`config.mk`:
```
export PLATFORM = sky130hd
export DESIGN_NAME = spi_cmd_engine
export DESIGN_NICKNAME = d
export VERILOG_FILES = /design/src/rtl/spi_cmd_engine.sv
export SDC_FILE = /design/constraint.sdc
export NUM_CORES = 1
export LEC_CHECK = 0
export BUFFER_PORTS_ARGS = -buffer_cell sky130_fd_sc_hd__buf_2
export CORE_ASPECT_RATIO = 2
export CORE_MARGIN = 2
export CORE_UTILIZATION = 25
export DETAILED_ROUTE_END_ITERATION = 8
export PLACE_DENSITY = 0.48
export SKIP_CTS_REPAIR_TIMING = 1
export SYNTH_ARGS = -nofsm -noshare
export SYNTH_HDL_FRONTEND = slang
export SYNTH_SLANG_ARGS = --single-unit
```
`constraint.sdc`:
```
create_clock -name clk -period 8.8 [get_ports clk]
set_input_delay 0.88 -clock clk [delete_from_list [all_inputs] [get_ports clk]]
set_output_delay 0.88 -clock clk [all_outputs]
set_load 0.02 [all_outputs]
```
`src/rtl/spi_cmd_engine.sv`:
```
module spi_cmd_engine #(
  parameter int CLK_MHZ  = 125,
  parameter int HALF_DIV = 2,
  parameter int DLY_W    = 16
) (
  input  logic             clk,
  input  logic             rst_n,
  input  logic             start,
  input  logic [1:0]       kind,
  input  logic [31:0]      cmd,
  input  logic [127:0]     page,
  input  logic [DLY_W-1:0] delay_us,
  output logic             busy,
  output logic             done,
  output logic [31:0]      status,
  output logic             sck,
  output logic             cs_n,
  output logic             mosi,
  input  logic             miso
);

  localparam int HW = (HALF_DIV > 1) ? $clog2(HALF_DIV) : 1;
  localparam int DW = DLY_W + $clog2(CLK_MHZ + 1);

  if (CLK_MHZ * 1000 > 66000 * 2 * HALF_DIV) begin : g_sck_too_fast
    $error("sck would exceed 66 MHz");
  end

  typedef enum logic [1:0] {S_IDLE, S_XFER, S_WAIT} st_t;

  st_t             st;
  logic [HW-1:0]   cnt;
  logic [7:0]      bitn;
  logic [7:0]      last;
  logic [159:0]    tx;
  logic [31:0]     rx;
  logic [1:0]      kind_q;
  logic [DW-1:0]   dcnt;

  assign busy = (st != S_IDLE);
  assign cs_n = (st != S_XFER);
  assign mosi = !cs_n && tx[159];
  assign last = (kind_q == 2'b01) ? 8'd63 : (kind_q == 2'b10) ? 8'd159 : 8'd31;

  always_ff @(posedge clk) begin
    if (!rst_n) begin
      st     <= S_IDLE;
      cnt    <= '0;
      bitn   <= '0;
      sck    <= 1'b0;
      tx     <= '0;
      rx     <= '0;
      kind_q <= 2'b00;
      dcnt   <= '0;
      done   <= 1'b0;
      status <= '0;
    end else begin
      done <= 1'b0;
      case (st)
        S_IDLE: if (start) begin
          st     <= S_XFER;
          cnt    <= '0;
          bitn   <= '0;
          kind_q <= kind;
          tx     <= (kind == 2'b10) ? {cmd, page} : {cmd, 128'b0};
          dcnt   <= DW'(delay_us) * DW'(CLK_MHZ);
        end
        S_XFER: begin
          if (cnt == HW'(HALF_DIV - 1)) begin
            cnt <= '0;
            sck <= ~sck;
            if (!sck) begin
              rx <= {rx[30:0], miso};
            end else begin
              tx <= {tx[158:0], 1'b0};
              if (bitn == last) begin
                st <= S_WAIT;
                if (kind_q == 2'b01) status <= rx;
              end else begin
                bitn <= bitn + 8'd1;
              end
            end
          end else begin
            cnt <= cnt + 1'b1;
          end
        end
        S_WAIT: begin
          if (dcnt == '0) begin
            st   <= S_IDLE;
            done <= 1'b1;
          end else begin
            dcnt <= dcnt - 1'b1;
          end
        end
        default: st <= S_IDLE;
      endcase
    end
  end

  AST_SCK_IDLE_DESELECTED: assert property (@(posedge clk) disable iff (!rst_n)
    cs_n |-> !sck);
  AST_MOSI_ON_FALL: assert property (@(posedge clk) disable iff (!rst_n)
    (!cs_n && $past(!cs_n) && !$stable(mosi)) |-> $fell(sck));
  AST_DONE_SINGLE: assert property (@(posedge clk) disable iff (!rst_n)
    done |=> !done);
  AST_DONE_NOT_BUSY: assert property (@(posedge clk) disable iff (!rst_n)
    done |-> !busy);
  AST_BUSY_AFTER_DESELECT: assert property (@(posedge clk) disable iff (!rst_n)
    $rose(cs_n) |-> busy);
  AST_STATUS_AT_CLOSE: assert property (@(posedge clk) disable iff (!rst_n)
    !$stable(status) |-> $rose(cs_n));

endmodule

```
Word level (Yosys, flattened, before mapping)
Index checks and enable logic that the tools add are counted.

Register bits after elaboration: 262. Input port bits: 182. Word-level logic and storage cells: 71.

$add $sub $neg: 3. Multiply operators: 1. Eq/ne operators: 14. Multiplexer cells: 25. Bitwise logic cells: 1. Reductions and logical operators: 17.

Operator list (number): $mux W160 (3); $pmux W160 S2 (1); $mux W128 (1); $mux W8 (6); $mux W23 (2); $pmux W23 S2 (1); $logic_not A23 Y1 (1); $mul A16 B7 Y23 const B (1); $sub A23 B1 Y23 const B (1); $pmux W8 S2 (1); $reduce_and A5 Y1 (3); $ne A2 B2 Y1 const B (7); $mux W2 (5); $add A8 B1 Y8 const B (1); $eq A8 B8 Y1 (1); $reduce_and A2 Y1 (4); $eq A2 B2 Y1 const B (3); $pmux W2 S3 (1); $reduce_and A3 Y1 (2); $reduce_bool A2 Y1 (3); $eq A2 B1 Y1 const B (2); $reduce_and A4 Y1 (1); $mux W1 (3); $logic_not A2 Y1 (1); 6 further kinds (6).

Longest topological paths before layout
Gate-level depths: netlist of run 1.

Depth in word-level cells: 8. Mapped depth: 15.

Worst setup path after synthesis of run 1
OpenSTA, ideal clock, no wires.

Path type: input to register. Start point: input delay_us[7]. End point: register dcnt[19]. Setup time: 0.131 ns. Arrival time: 4.536 ns. Required time: 8.669 ns. Setup slack: 4.133 ns. Stages: 14. Path through: inv_1 -> fa_1 -> fa_1 -> fa_1 -> fa_1 -> inv_1 -> ha_1 -> clkbuf_1 -> a211oi_1 -> o21bai_1 -> a2111oi_0 -> o22a_1 -> xor2_1 -> o22ai_1.

Cells in the longest elaborated chain, start to end: 3.

Ends and longest elaborated chain: start, declared (RTL line 12) `input logic [DLY_W-1:0] delay_us,`; $mul A16 B7 Y23 (RTL line 66) `dcnt <= DW'(delay_us) * DW'(CLK_MHZ);`; $mux W23 (RTL line 60) `S_IDLE: if (start) begin`; $pmux W23 S2 (RTL line 59) `case (st)`; end signal, assigned (RTL line 66); end signal, assigned (RTL line 92) `dcnt <= dcnt - 1'b1;`; end, declared (RTL line 38) `logic [DW-1:0] dcnt;`.

No other way between the ends. The select of a mux whose other input is x is not followed. A chain may end at the register's enable or synchronous reset.

Final worst setup path of run 1
Start point: input delay_us[0]. End point: register dcnt[18].

Same word-level chain as after synthesis.

==> metrics.txt, run 1 <==
clk_lat worst skew 560 ps; most frequent cell after synthesis dfxtp_1; core area 54500 sq um; setup TNS 0 ps; # setup viols final 0; Final min period 4687 ps; Synth top cells by count 262 x dfxtp_1, 204 x nor2_1, 200 x nand2_1; global placer's final weighted congestion 0.8178; global-route wire length before repair 66970 um; static leakage 6.458 nW; Synth Instances 1650; CTS Buf Count 27; Worst EP arrival 5130 ps; share of layout cells above drive strength 1 0.1709; Initial Util 0.2534; # rows 121; sequential share of the synthesized area 0.3798; die footprint 57250 sq um; Clock transition at path regs 70 ps; Layout Area Growth over Synthesis 17.78%; largest net degree at the start of global routing 178; Worst EP required 9240 ps; Slew Viols, Final 0; synthesized area 13810 sq um; kind of critical path primary input to flip-flop; Port Buffers 218; status completed; vias in the first global route 12630; antenna violation net count after detailed routing 0; Yosys cell types 75; Worst Clk Skew 15.65 ps; DRT Pass-1 Iters 7; max cap viols 0; syn avg cell area 8.370 sq um; Post-synth top flop dfxtp_1; Worst VDD drop 132.4 uV; R2R cell count 6; DRC 0; count of final hold-check violations 0; routed vias/inst 5.065; Die Ht 336.4 um; hold path cells 2; R2R Setup Slk 5300 ps; gr ovfl total 0; CP Max Fanout 7; share of the synthesized area in the top cell type 0.3798; Syn Nets 1941; P per Cell Area 255.3 nW/um^2; fmax 213.3 MHz; NumNets Final 2077; endpoint of the worst hold path rx[20]; Setup crit end kind flip-flop; Worst R2R Start st[1]; Via Count 12560; Max Root-Sink Buffers 3; number of synthesized flops with an enable pin 0; largest cells by area after synthesis dfxtp_1 38%, a221oi_1 8.2%, fa_1 7.8%, nor2_1 5.5%, nor3_1 5.5%; RSZ-0062 raised after global routing no; final WL 41640 um; ys async rst share 0; post-DP HPWL 28960 um; cell taking the most area after synthesis dfxtp_1; Worst setup SP type primary input; num ports 219; DRT iter0 DRCs 517; drt wl/cell 16.80 um; final non-filler cell total 2479; Ys Warns 0; crit share post-route 0.5327; relative slew slack 0.1629; fin util 0.2985; Clock Tree Root clkbuf_16; placed cells 2433; Hold Crit Class flip-flop to flip-flop; GRT Util Overall 0.1449; FF+latch count, synth 262; CTS tree done; Critical R2R Capture tx[103]; H-tree Lvls 1; die width 170.2 um; hold_sp rx[19]; worst-margin pin slew 1250 ps; initial antenna violation count 3; clock sinks 262
## state kept, by name (all words and copies together) (netlist names)
register and flops:
bitn 8, cnt 1, dcnt 23, done 1, kind_q 2, rx 32
sck 1, st 2, status 32, tx 160
## layout make-up
class	count	area, sq um
timing repair buffer	233	1216
clock inverter	10	107.6
clock buffer	35	745.7
fill	5903	38240
tap	676	845.8
inverter	87	331.6
sequential	262	5245
multi-input combinational	1175	7772
antenna	1	2.502
## metal layers
metal,global-route usage,routed length [um],share of wire
met1,0.1554,15750,0.38
met5,0,28,0.00067
met3,0.03166,2459,0.059
met2,0.2699,21830,0.52
met4,0.06074,1573,0.038
## layout by cell type, fill, tap and decap left out, types with 54 or more instances in the layout
master,n
a21oi_1,74
a221oi_1,129
buf_2,218
dfxtp_1,262
fa_1,54
ha_1,55
inv_1,85
nand2_1,200
nor2_1,203
nor3_1,151
o21ai_0,56
## report_power, final
part | internal (mW) | switching, mW
Clock | 0.651 | 0.505
Combinational | 0.636 | 1.00
Sequential | 1.28 | 0.0816
Total | 2.57 | 1.59
## through the flow
step / instance area [sq um] / setup WS [ps] / power, mW / hold slack, ps
6_report: 16270 / 4113 / 4.153 / 462.2
5_1_grt: 16260 / 3883 / 4.454 / 490.8
4_1_cts: 16260 / 4203 / 4.219 / 470.3
3_5_place_dp: 15410 / 3614 / 3.021 / 452.8
3_3_place_gp: 15410 / 3649 / 3.013 / 454.4
2_1_floorplan: 13810 / 4133 / 2.560 / 432.0
## critical path, stage by stage
cell	delay (ps)
buf_2	150
fa_1	590
inv_1	70
fa_1	570
fa_1	460
fa_1	510
inv_1	50
ha_1	350
and3_1	210
a22o_1	250
o21ai_0	510
o211ai_1	240
xnor2_1	200
o22ai_1	90
## worst max path at each step
| stage | from | endpoint | cells past startpoint |
|---|---|---|---|
| after floorplan | delay_us[7] | dcnt[19] | 14 |
| after global placement | delay_us[5] | dcnt[18] | 14 |
| after detailed placement | delay_us[5] | dcnt[15] | 14 |
| after CTS | delay_us[5] | dcnt[15] | 14 |
| after global routing | delay_us[7] | dcnt[19] | 14 |
| final | delay_us[0] | dcnt[18] | 14 |
## kinds of logic (layout without fill, tap and decap cells)
kind of cell    after synthesis  in the layout  synth area share
compound gates              368            368            0.1935
flops                       262            262            0.3798
fa+ha+maj                   109            109            0.1281
mux                           1              1         0.0007248
xor+xnor                     21             21           0.01332
buf+inv                     213            365           0.06025
other cells                   0              1                 0
simple gates                676            676            0.2243
Note: power is estimated with default switching activity, not from simulation.
==> inputs of run 2 (changes only) <==
clock period = 4.9 ns   (was 8.8 ns; I/O delays follow)
==> metrics.txt, run 2 (synthesis gave the netlist of run 1 again) <==
kind of critical path primary input to flip-flop; Worst VDD drop 263.8 uV (+99%); drt wl/cell 17.03 um (+1.4%); global-route wire length before repair 68210 um (+1.9%); cell mode on critical path fa_1; n_diodes 0 (-1); DRT Pass-1 Iters 5 (-2); post-DP HPWL 29250 um (+1.0%); routed vias/inst 5.108 (+0.84%); DRC 0 (unchanged); Worst Clk Skew 16.54 ps (+0.8911 ps); GRT Util Overall 0.1473 (+0.002481); fin util 0.3026 (+0.004155); crit share post-route 0.8476; setup TNS 0 ps (unchanged); CTS Buf Count 28 (+3.7%); largest net degree at the start of global routing 166 (-6.7%); count of final hold-check violations 0 (unchanged); most frequent cells in the layout 262 x dfxtp_1, 218 x buf_2, 203 x nor2_1; max reg flops 160 (unchanged); # rows 121 (unchanged); CP Max Fanout 5 (-2); Via Count 12710 (+1.3%); share of layout cells above drive strength 1 0.1760 (+0.005030); die width 170.2 um (unchanged); Top delay family on crit path adder cells; # setup viols final 0 (unchanged); RSZ-0062 raised after global routing no; Layout Area Growth over Synthesis 19.42%; final WL 42390 um (+1.8%); Worst EP arrival 4640 ps (-490 ps); Final min period 4153 ps; Clock Tree Root clkbuf_16; Die Ht 336.4 um (unchanged); fmax 240.8 MHz; CTS tree done; register area 5245 sq um (unchanged); commonest non-fill, non-tap cell in the layout dfxtp_1; core area 54500 sq um (unchanged); Worst EP required 5390 ps (-3850 ps); die footprint 57250 sq um (unchanged); vias in the first global route 13000 (+2.9%); Setup crit end kind flip-flop; status completed; worst-margin pin slew 1078 ps (-172.0 ps); worst-path cell chain buf_2 > inv_1 > fa_1 > fa_1 > fa_1 > fa_1 > inv_1 > ha_1 > a211oi_1 > o211ai_1 > a41oi_1 > xnor2_1 > a21oi_1 > nor3_1; Initial Util 0.2534 (unchanged); NumNets Final 2082 (+0.24%); Fill cells 5863 (-0.68%); Hold Crit Class primary input to flip-flop; gr ovfl total 0 (unchanged); clock sinks 262 (unchanged); top flop regs tx: 160 flops, rx: 32 flops, status: 32 flops; largest reg by FF count tx; static leakage 6.573 nW (+1.8%); Max Root-Sink Buffers 3 (unchanged); H-tree Lvls 1 (unchanged); initial antenna violation count 5 (+2); clk_lat worst skew 580 ps (+20 ps); Multi-input gate area 7777 sq um (about the same); P per Cell Area 477.4 nW/um^2 (+87%); Worst setup SP type primary input; slowest cell delay on critical path 550 ps (-40 ps); relative slew slack 0.2812 (+0.1183); CP max stage cell fa_1; R2R Setup Slk 2080 ps (-3220 ps); Slew Viols, Final 0 (unchanged); num ports 219 (unchanged); max cap viols 0 (unchanged); Port Buffers 218 (unchanged); global placer's final weighted congestion 0.7981 (-2.4%); WP buf/inv 3 (unchanged); antenna violation net count after detailed routing 0 (unchanged); DRT iter0 DRCs 562 (+8.7%); Clock transition at path regs 70 ps (about the same)
-- run 2: worst paths after layout --
check | from | to | depth (start not counted)
worst max register to register | st[1] | dcnt[16] | 5
worst min-delay path | miso | rx[0] | 3
worst min register to register | status[20] | status[20] | 2
worst max-delay path | delay_us[6] | dcnt[15] | 14
-- run 2: through the flow --
stage               setup WS, ps  cells  hold WS (ps)  total power [mW]  area [sq um]
global placement           183.1   2437         453.6             5.482         15480
global route               456.9   2489         137.1             8.395         16490
floorplan                  623.3   1650         432.0             4.597         13810
detailed placement         174.1   2437         456.5             5.516         15480
finish                     747.0   2489         151.8             7.874         16490
CTS                        768.5   2489         103.3             7.970         16490
-- run 2: layout make-up --
class / count / share of cell area
Clock buffer: 37 / 0.04825
Clock inverter: 15 / 0.01297
Inverter: 87 / 0.02010
Multi-Input combinational cell: 1175 / 0.4716
Sequential cell: 262 / 0.3180
Tap cell: 676 / 0.05128
Timing Repair Buffer: 237 / 0.07783
-- run 2: power breakdown --
group	switching, mW	leakage, nW	internal [mW]
Combinational	1.85	3.93	1.20
Sequential	0.144	2.15	2.30
Clock	0.978	0.499	1.41
-- run 2: routing by layer --
| metal | global-route usage | vias to the layer above | part of all wire |
|---|---|---|---|
| met5 | 0 | - | 0.0013 |
| met4 | 0.06001 | 8 | 0.037 |
| met3 | 0.03107 | 76 | 0.055 |
| met2 | 0.2788 | 301 | 0.53 |
| met1 | 0.1559 | 6155 | 0.37 |
| li1 | - | 6174 | - |
-- run 2: worst min-delay path: stages --
cell and delay [ps]:
buf_2 100, nand2_1 50, a21oi_1 50
==> inputs of run 3 (changes only) <==
PLACE_DENSITY = 0.49   (was 0.48)
clock period = 3.7 ns   (was 4.9 ns; I/O delays follow)
==> metrics.txt, run 3 (synthesis gave the netlist of run 1 again) <==
CTS Buf Count 28 (unchanged); H-tree Lvls 1 (unchanged); most frequent cells in the layout 262 x dfxtp_1, 217 x buf_2, 203 x nor2_1; RSZ-0062 raised after global routing yes; Hold Crit Class primary input to flip-flop; # rows 121 (unchanged); max cap viols 0 (unchanged); core area 54500 sq um (unchanged); vias in the first global route 13010 (+0.12%); Clock transition at path regs 70 ps (about the same); GRT Util Overall 0.1463 (-0.001088); routed vias/inst 5.040 (-1.3%); CTS tree done; worst-margin pin slew 885.2 ps (-193.0 ps); CP Max Fanout 6 (+1); Worst VDD drop 354.0 uV (+34%); Max Root-Sink Buffers 3 (unchanged); post-DP HPWL 29870 um (+2.1%); # setup viols final 0 (unchanged); top flop regs tx: 160 flops, rx: 32 flops, status: 32 flops; global placer's final weighted congestion 0.8604 (+7.8%); P per Cell Area 648.8 nW/um^2 (+36%); antenna violation net count after detailed routing 0 (unchanged); Slew Viols, Final 0 (unchanged); crit share post-route 0.9782; drt wl/cell 16.65 um (-2.2%); Setup crit end kind flip-flop; Clock Tree Root clkbuf_16; gr ovfl total 0 (unchanged); die footprint 57250 sq um (unchanged); share of layout cells above drive strength 1 0.2225 (+0.04651); NumNets Final 2148 (+3.2%); Worst setup SP type primary input; Tot Pwr 11.13 mW (+41%); relative slew slack 0.4099 (+0.1287); Via Count 12880 (+1.3%); largest reg by FF count tx; static leakage 6.834 nW (+4.0%); Port Buffers 218 (unchanged); clk_lat worst skew 570 ps (about the same); fin util 0.3148 (+0.01221); DRT iter0 DRCs 711 (+27%); largest net degree at the start of global routing 128 (-23%); kind of critical path primary input to flip-flop; DRC 0 (unchanged); final non-filler cell total 2556 (+2.7%); Layout Area Growth over Synthesis 24.24%; count of final hold-check violations 0 (unchanged); num ports 219 (unchanged); initial antenna violation count 8 (+3); clock sinks 262 (unchanged); max reg flops 160 (unchanged); Worst Clk Skew 8.785 ps (-7.760 ps); placed cells 2500 (+2.6%); Fill cells 5787 (-1.3%); Worst EP arrival 4080 ps (-560 ps); die width 170.2 um (unchanged); Initial Util 0.2534 (unchanged); Die Ht 336.4 um (unchanged); commonest non-fill, non-tap cell in the layout dfxtp_1; Worst EP required 4160 ps (-1230 ps); DRT Pass-1 Iters 6 (+1); status completed; fmax 276.3 MHz; final WL 42560 um (+0.42%); Final min period 3619 ps; global-route wire length before repair 68000 um (-0.31%)
run 3: changes by cell type in the layout (fill, tap and decap cells not counted), sizes merged:
cell      previous run  this run
buf                237       303
clkbuf              37        44
inv                 90        84
clkinvlp             1         6
bufinv               5         1
clkinv               6         4
diode                0         1
run 3: where the power goes:
| part | internal, mW | switching [mW] | leakage [nW] | total (mW) |
|---|---|---|---|---|
| Clock | 1.66 | 1.24 | 0.457 | 2.90 |
| Sequential | 3.04 | 0.192 | 2.15 | 3.23 |
| Combinational | 2.33 | 2.67 | 4.23 | 5.00 |
| Total | 7.03 | 4.10 | 6.83 | 11.1 |
run 3: critical path, cell delays in order:
cell,delay (ps)
buf_2,110
fa_1,560
inv_1,70
fa_1,560
fa_2,450
fa_1,480
inv_1,60
ha_4,290
nand3_1,80
o211ai_1,210
buf_4,180
nand3b_1,110
a41o_1,230
nor2_1,70
a221o_1,250
run 3: final timing paths:
kind / from / to / slack (ps) / depth (start not counted)
worst max-delay path: delay_us[0] / dcnt[17] / 80 / 15
worst min-delay path: kind[1] / kind_q[1] / 50 / 3
worst max register to register: dcnt[0] / dcnt[16] / 1070 / 7
worst min register to register: rx[31] / rx[31] / 460 / 2
run 3: stage by stage:
step | hold WS (ps) | setup WS, ps | TNS [ps] | area, sq um
4_1_cts | 3.380 | -40.99 | -151.8 | 16920
5_1_grt | 28.03 | -73.02 | -232.9 | 17160
6_report | 52.34 | 80.84 | 0 | 17160
2_1_floorplan | 432.0 | -290.0 | -2271 | 13870
3_5_place_dp | 457.5 | -641.7 | -8120 | 15990
3_3_place_gp | 448.4 | -649.3 | -7680 | 15990
run 3: routing by layer:
layer	vias to the layer above	wire (um)	GRT usage	share of wire
li1	6309	-	-	-
met1	6165	16510	0.1623	0.39
met2	306	22410	0.2705	0.53
met3	87	2136	0.02872	0.050
met4	14	1409	0.05728	0.033
met5	-	102	0	0.0024
run 3: final cells by class:
class | count | area (sq um) | share of cell area
timing repair buffer | 303 | 1777 | 0.1035
tap | 676 | 845.8 | 0.04929
sequential | 262 | 5245 | 0.3057
antenna | 1 | 2.502 | 0.0001458
multi-input combinational | 1175 | 8004 | 0.4665
clock inverter | 8 | 82.58 | 0.004813
clock buffer | 44 | 852.1 | 0.04966
inverter | 87 | 350.3 | 0.02042
